File: src/rtl/irq_router_pkg.sv
// Package: shared constants, decode types and offset helpers for the
// interrupt router. Assumes a fixed 12-bit CSR offset space.
package irq_router_pkg;
    localparam int HALF_W = 32;
    localparam int REG_W  = 2 * HALF_W;
    localparam int ADDR_W = 12;
    localparam logic [ADDR_W-1:0] RAW_OFS = 12'h300;
    localparam logic [ADDR_W-1:0] REQ_GAP = 12'h080;

    typedef enum logic [1:0] {
        SEL_NONE = 2'd0,
        SEL_MASK = 2'd1,
        SEL_REQ  = 2'd2,
        SEL_RAW  = 2'd3
    } csr_sel_e;

    typedef struct packed {
        csr_sel_e   sel;
        logic [1:0] cpu;
        logic       hi;
    } csr_dec_t;

    // Mask offset of a CPU: pairs at 0x200/0x240 and 0x600/0x640.
    function automatic logic [ADDR_W-1:0] mask_ofs(input int unsigned cpu);
        logic [ADDR_W-1:0] base;
        base = (cpu[1]) ? 12'h600 : 12'h200;
        return base + ((cpu[0]) ? 12'h040 : 12'h000);
    endfunction
endpackage

File: src/rtl/irq_raw_collect.sv
// Module: gathers generic, PCI and ISA lines into the raw request vector.
// Assumes (NUM_SLOTS+1)*4 <= REG_W; lines are level sensitive.
module irq_raw_collect
    import irq_router_pkg::*;
#(
    parameter int NUM_SLOTS = 12,
    parameter int ISA_BIT   = 55
) (
    input  logic                   clk,
    input  logic                   rst_n,
    input  logic [REG_W-1:0]       ext_irq,
    input  logic [NUM_SLOTS*4-1:0] pci_int,
    input  logic                   isa_int,
    output logic [REG_W-1:0]       raw_q
);
    localparam int PCI_LO = 4;
    localparam int PCI_HI = (NUM_SLOTS + 1) * 4;

    logic [REG_W-1:0] pci_vec;
    logic [REG_W-1:0] isa_vec;

    // Slot s pin p lands on bit (s+1)*4+p, i.e. input index bit-4.
    for (genvar b = 0; b < REG_W; b++) begin : g_pci_map
        if (b >= PCI_LO && b < PCI_HI) begin : g_on
            assign pci_vec[b] = pci_int[b-PCI_LO];
        end else begin : g_off
            assign pci_vec[b] = 1'b0;
        end
        assign isa_vec[b] = (b == ISA_BIT) ? isa_int : 1'b0;
    end

    // Sample the combined level of every request line.
    always_ff @(posedge clk) begin
        if (!rst_n) raw_q <= '0;
        else        raw_q <= ext_irq | pci_vec | isa_vec;
    end
endmodule

File: src/rtl/irq_csr_port.sv
// Module: 32-bit CSR port over 64-bit registers with a shared holding
// register; owns the per-CPU masks. Assumes NUM_CPUS <= 4.
module irq_csr_port
    import irq_router_pkg::*;
#(
    parameter int NUM_CPUS = 4
) (
    input  logic                           clk,
    input  logic                           rst_n,
    input  logic                           csr_valid,
    input  logic                           csr_write,
    input  logic [ADDR_W-1:0]              csr_addr,
    input  logic [HALF_W-1:0]              csr_wdata,
    input  logic [REG_W-1:0]               raw_q,
    output logic [NUM_CPUS-1:0][REG_W-1:0] mask_q,
    output logic [HALF_W-1:0]              csr_rdata,
    output logic                           csr_err
);
    csr_dec_t          dec;
    logic [ADDR_W-1:0] base;
    logic [REG_W-1:0]  rd_val;
    logic [HALF_W-1:0] hold_q;
    logic              hit;
    logic              wr_lo;
    logic              wr_hi;

    assign base = {csr_addr[ADDR_W-1:3], 3'b000};

    // Decode the offset into a register class, CPU and half.
    always_comb begin
        dec.sel = SEL_NONE;
        dec.cpu = 2'd0;
        dec.hi  = csr_addr[2];
        if (csr_addr[1:0] == 2'b00) begin
            if (base == RAW_OFS) dec.sel = SEL_RAW;
            for (int c = 0; c < NUM_CPUS; c++) begin
                if (base == mask_ofs(c)) begin
                    dec.sel = SEL_MASK;
                    dec.cpu = 2'(c);
                end
                if (base == mask_ofs(c) + REQ_GAP) begin
                    dec.sel = SEL_REQ;
                    dec.cpu = 2'(c);
                end
            end
        end
    end

    // Select the full 64-bit value of the addressed register.
    always_comb begin
        case (dec.sel)
            SEL_MASK: rd_val = mask_q[dec.cpu];
            SEL_REQ:  rd_val = mask_q[dec.cpu] & raw_q;
            SEL_RAW:  rd_val = raw_q;
            default:  rd_val = '0;
        endcase
    end

    assign hit   = csr_valid && (dec.sel != SEL_NONE);
    assign wr_lo = hit && csr_write && !dec.hi;
    assign wr_hi = hit && csr_write && dec.hi && (dec.sel == SEL_MASK);

    // Holding register: loaded by low-half writes and low-half reads.
    always_ff @(posedge clk) begin
        if (!rst_n)                     hold_q <= '0;
        else if (wr_lo)                 hold_q <= csr_wdata;
        else if (hit && !csr_write && !dec.hi)
                                        hold_q <= rd_val[REG_W-1:HALF_W];
    end

    // Read data and error pulse, one cycle after the request.
    always_ff @(posedge clk) begin
        if (!rst_n) begin
            csr_rdata <= '0;
            csr_err   <= 1'b0;
        end else begin
            csr_err <= csr_valid && (dec.sel == SEL_NONE);
            if (csr_valid && dec.sel == SEL_NONE)
                csr_rdata <= '1;
            else if (hit && !csr_write)
                csr_rdata <= dec.hi ? hold_q : rd_val[HALF_W-1:0];
        end
    end

    for (genvar c = 0; c < NUM_CPUS; c++) begin : g_mask
        // Commit a full mask on its high-half write.
        always_ff @(posedge clk) begin
            if (!rst_n)                           mask_q[c] <= '0;
            else if (wr_hi && dec.cpu == 2'(c))   mask_q[c] <= {csr_wdata, hold_q};
        end
    end
endmodule

File: src/rtl/irq_cpu_gate.sv
// Module: per-CPU reduction of masked requests into interrupt outputs.
// Assumes mask and raw are registered upstream.
module irq_cpu_gate
    import irq_router_pkg::*;
#(
    parameter int NUM_CPUS = 4
) (
    input  logic [NUM_CPUS-1:0][REG_W-1:0] mask_q,
    input  logic [REG_W-1:0]               raw_q,
    output logic [NUM_CPUS-1:0]            cpu_irq
);
    for (genvar c = 0; c < NUM_CPUS; c++) begin : g_cpu
        assign cpu_irq[c] = |(mask_q[c] & raw_q);
    end
endmodule

File: src/rtl/irq_router.sv
// Module: top of the multi-CPU device interrupt router. Assumes
// NUM_CPUS <= 4 and all PCI bits fit below bit 64.
module irq_router
    import irq_router_pkg::*;
#(
    parameter int NUM_CPUS  = 4,
    parameter int NUM_SLOTS = 12,
    parameter int ISA_BIT   = 55
) (
    input  logic                   clk,
    input  logic                   rst_n,
    input  logic [63:0]            ext_irq,
    input  logic [NUM_SLOTS*4-1:0] pci_int,
    input  logic                   isa_int,
    input  logic                   csr_valid,
    input  logic                   csr_write,
    input  logic [11:0]            csr_addr,
    input  logic [31:0]            csr_wdata,
    output logic [31:0]            csr_rdata,
    output logic                   csr_err,
    output logic [NUM_CPUS-1:0]    cpu_irq
);
    logic [REG_W-1:0]               raw_q;
    logic [NUM_CPUS-1:0][REG_W-1:0] mask_q;

    irq_raw_collect #(.NUM_SLOTS(NUM_SLOTS), .ISA_BIT(ISA_BIT)) u_raw (
        .clk(clk), .rst_n(rst_n), .ext_irq(ext_irq),
        .pci_int(pci_int), .isa_int(isa_int), .raw_q(raw_q)
    );

    irq_csr_port #(.NUM_CPUS(NUM_CPUS)) u_csr (
        .clk(clk), .rst_n(rst_n), .csr_valid(csr_valid),
        .csr_write(csr_write), .csr_addr(csr_addr), .csr_wdata(csr_wdata),
        .raw_q(raw_q), .mask_q(mask_q), .csr_rdata(csr_rdata),
        .csr_err(csr_err)
    );

    irq_cpu_gate #(.NUM_CPUS(NUM_CPUS)) u_gate (
        .mask_q(mask_q), .raw_q(raw_q), .cpu_irq(cpu_irq)
    );
endmodule

File: config.mk
export PLATFORM = sky130hd
export DESIGN_NAME = irq_router
export DESIGN_NICKNAME = d
export VERILOG_FILES = /design/src/rtl/irq_router_pkg.sv /design/src/rtl/irq_raw_collect.sv /design/src/rtl/irq_csr_port.sv /design/src/rtl/irq_cpu_gate.sv /design/src/rtl/irq_router.sv
export SDC_FILE = /design/constraint.sdc
export NUM_CORES = 1
export LEC_CHECK = 0
export BUFFER_PORTS_ARGS = -buffer_cell sky130_fd_sc_hd__buf_2
export CORE_MARGIN = 4
export CORE_UTILIZATION = 45
export CTS_CLUSTER_DIAMETER = 100
export DETAILED_ROUTE_END_ITERATION = 6
export GPL_TIMING_DRIVEN = 0
export MAX_ROUTING_LAYER = met4
export SKIP_LAST_GASP = 1
export SLEW_MARGIN = 10
export SYNTH_ARGS = -nofsm -noshare
export SYNTH_HDL_FRONTEND = slang
export SYNTH_SLANG_ARGS = --single-unit
File: constraint.sdc
create_clock -name clk -period 6.85 [get_ports clk]
set_input_delay 0.3425 -clock clk [delete_from_list [all_inputs] [get_ports clk]]
set_output_delay 0.3425 -clock clk [all_outputs]
set_load 0.005 [all_outputs]
==> results.cfg <==
[yosys]
synth_top_area_share = 0.425
yosysMostFrequentCell = nand2_1
synth_area_per_cell_um2 = 8.32
synth_cell_type_count = 53
ys_async_sr_fraction = 0
yosysWarnings = 0
ys.flop_type = dfxtp_1
synth_fp_nets = 2339
ys_seq_area_frac = 0.425
ys_seq_elements = 385
synth_edf_count = 0
synth.top_cells.by_area = dfxtp_1, nand2_1, a21boi_0
syn-instance-count = 2178
netlist_top_cells_count = nand2_1, dfxtp_1, a21boi_0, clkbuf_1, a21boi_1
yosysTopAreaCell = dfxtp_1
synth.cell_area_um2 = 18100

[run]
cap_violations = 0

[power_and_ir_drop]
p_sw_uw = 1340
p_seq_frac = 0.453
p_int_uw = 3920
p_leak_uw = 0.00811
peakVddDrop_mv = 0.218
p_per_area_nw_per_um2 = 235
power_frac_comb = 0.076
design_power_total_uw = 5260
swShare = 0.255
clock_power_share = 0.471

[global_routing]
use_met3 = 0.196
antenna_found_initial = 4
top_usage_layer = met2
overflow = 0
gr-usage-met1 = 0.603
grt_max_degree = 13
grt_use_total = 0.503
grt_pass1_wl_um = 152000
grt_pass1_vias = 19794
met2_usage = 0.695

[cells_and_area]
nNetsFinal = 2691
drive_gt1_frac = 0.126
fillers = 3635
multi_input_area_um2 = 9690
areaGrowthSynthToFinish_pct = 23.6
regArea_um2 = 7710

[cts]
cts_root_buffer = clkbuf_16
cts-htree-levels = 2
cts_tree = built
cts_setup_buffers = 0
path_clk_slew_ns = 0.06
cts_buffers = 44
clock_latency_ns = 0.59
cts_sinks = 385
clock_path_buffers = 3

[floorplan]
die_height_um = 209
die_w_um = 209
core.rowCount = 73
die_area_um2 = 43600
io_pins = 198
start_util = 0.455
core_um2 = 39800

[place]
dpl.hpwl_um = 83800
gp_congestion = 1.12
port_buffers = 193

[setup_path]
rr_endpoint = u_csr.hold_q[10]$_SDFFE_PN0P_
crit_required_ns = 6.51
startpoint_type = register
r2r_slack_ns = 4.42
r2r_start = u_csr.mask_q[234]$_SDFFE_PN0P_
cp.arrival_ns = 3.32
rr_worst_depth = 6
crit_path_max_fanout = 5
worst_setup_path_end_kind = output pin
critPathKind = register to output pin

[sta]
setup_viol = 0
min_period_ns = 3.67
rsz0062_at_grt = no
fin_crit_sh = 0.535
max_freq_mhz = 273
worst_pin_slew_ns = 1.45
finalHoldViolations = 0
finalMaxSlewViolations = 0
maxSlewHeadroom = 0.0355
tns_ns = 0
finalClockSkew_ns = 0.0177

[detailed_routing]
routed_wirelength_um = 112000
drtIter0Drc = 3619
routed_via_density = 6.84
wl_per_cell_um = 36.1
postRouteAntennaNets = 0
dr.pass1.iters = 6
drcViolationCount = 0
via_count = 21142

[worst_hold_path]
hold_path_end = u_raw.raw_q[2]$_SDFF_PN0_
hold_start = ext_irq[2]
hp-class = primary input to register
hold_depth = 2

[run_status]
status = completed
metrics by stage:
stage	instance area [um2]	cells	setup WS (ns)	utilization	hold slack, ns
2_1_floorplan	18100	2178	4.35	-	0.440
3_3_place_gp	19800	2896	2.57	0.496	0.457
3_5_place_dp	19800	2896	3.10	0.496	0.463
4_1_cts	22400	3081	3.49	0.561	0.00305
5_1_grt	22400	3086	3.20	0.562	0.0164
6_report	22400	3093	3.18	0.562	0.0127
cell type report:
class	count	share of cell area
clock buffers	55	0.0560
repair buffers	306	0.0938
well taps	525	0.0293
inverters	3	0.000503
flip-flops and latches	385	0.344
plain buffers	177	0.0327
diodes	11	0.00123
clock inverters	18	0.00989
multi-input cells	1613	0.432
placed cells by master, fill, tap and decap left out, types with 25 or more instances in the layout:
cell           synthesis  routed
a21boi_1              94      94
a21boi_0             163     163
a2bb2oi_1             54      54
o21ai_0               41      41
a22o_1                64      64
o211ai_1              25      25
clkbuf_1             120     121
clkbuf_16              0      45
o221ai_1              47      47
dlygate4sd3_1          0     112
a221oi_1              76      76
dfxtp_1              385     385
a21oi_1               69      69
o21a_1                50      50
nor2_1                58      58
mux2i_1               63      63
buf_2                 39     232
o22ai_1               40      40
nand2_1              630     630
power by group through the flow:
stage                     sequential (uW)  clock, uW  combinational, uW
final                                2380       2480                400
after global routing                 2370       2540                408
after CTS                            2370       2460                377
after detailed placement             2420          0                321
after global placement               2420          0                316
after floorplan                      2360          0                150
cell families after synthesis:
kind of cell,share of synthesized area
and+or+nand+nor,0.176
AOI/OAI and AO/OA,0.322
DFF,0.425
buffers and inverters,0.0410
muxes,0.0354
worst max path at each step:
stage,startpoint,slack [ns],endpoint
floorplan,csr_addr[5],4.35,u_csr.csr_rdata[25]$_SDFFE_PN0P_
global placement,csr_addr[5],2.57,u_csr.hold_q[19]$_SDFFE_PN0P_
detailed placement,csr_addr[5],3.10,u_csr.hold_q[24]$_SDFFE_PN0P_
CTS,u_raw.raw_q[12]$_SDFF_PN0_,3.49,cpu_irq[3]
global route,u_raw.raw_q[28]$_SDFF_PN0_,3.20,cpu_irq[2]
finish,u_raw.raw_q[28]$_SDFF_PN0_,3.18,cpu_irq[2]
registers in the layout (all words and copies together) (netlist names):
register and flops:
u_csr.mask_q 256, u_csr.csr_rdata 32, u_raw.raw_q 64, u_csr.hold_q 32, u_csr.csr_err 1
timing repair:
item / 4_1_cts / 5_1_grt
hold buffers: 112 / 0
endpoints found under the hold margin: 63 / 0
gates resized for setup: 0 / 0
worst max-delay path: stages (launching register included):
cell      delay, ns
dfxtp_1        0.46
a22o_1         0.29
a221oi_1       0.94
nand4_1        0.34
or4_1          0.55
buf_2          0.16
layer usage:
layer | share of wire | vias to the layer above | wire length, um
met4 | 0.093 | 0 | 10400
met5 | 0 | - | 0
met3 | 0.15 | 577 | 17200
met2 | 0.40 | 1961 | 44400
li1 | - | 8591 | -
met1 | 0.35 | 10013 | 39600
No activity file was read; power rests on OpenSTA's default activity.
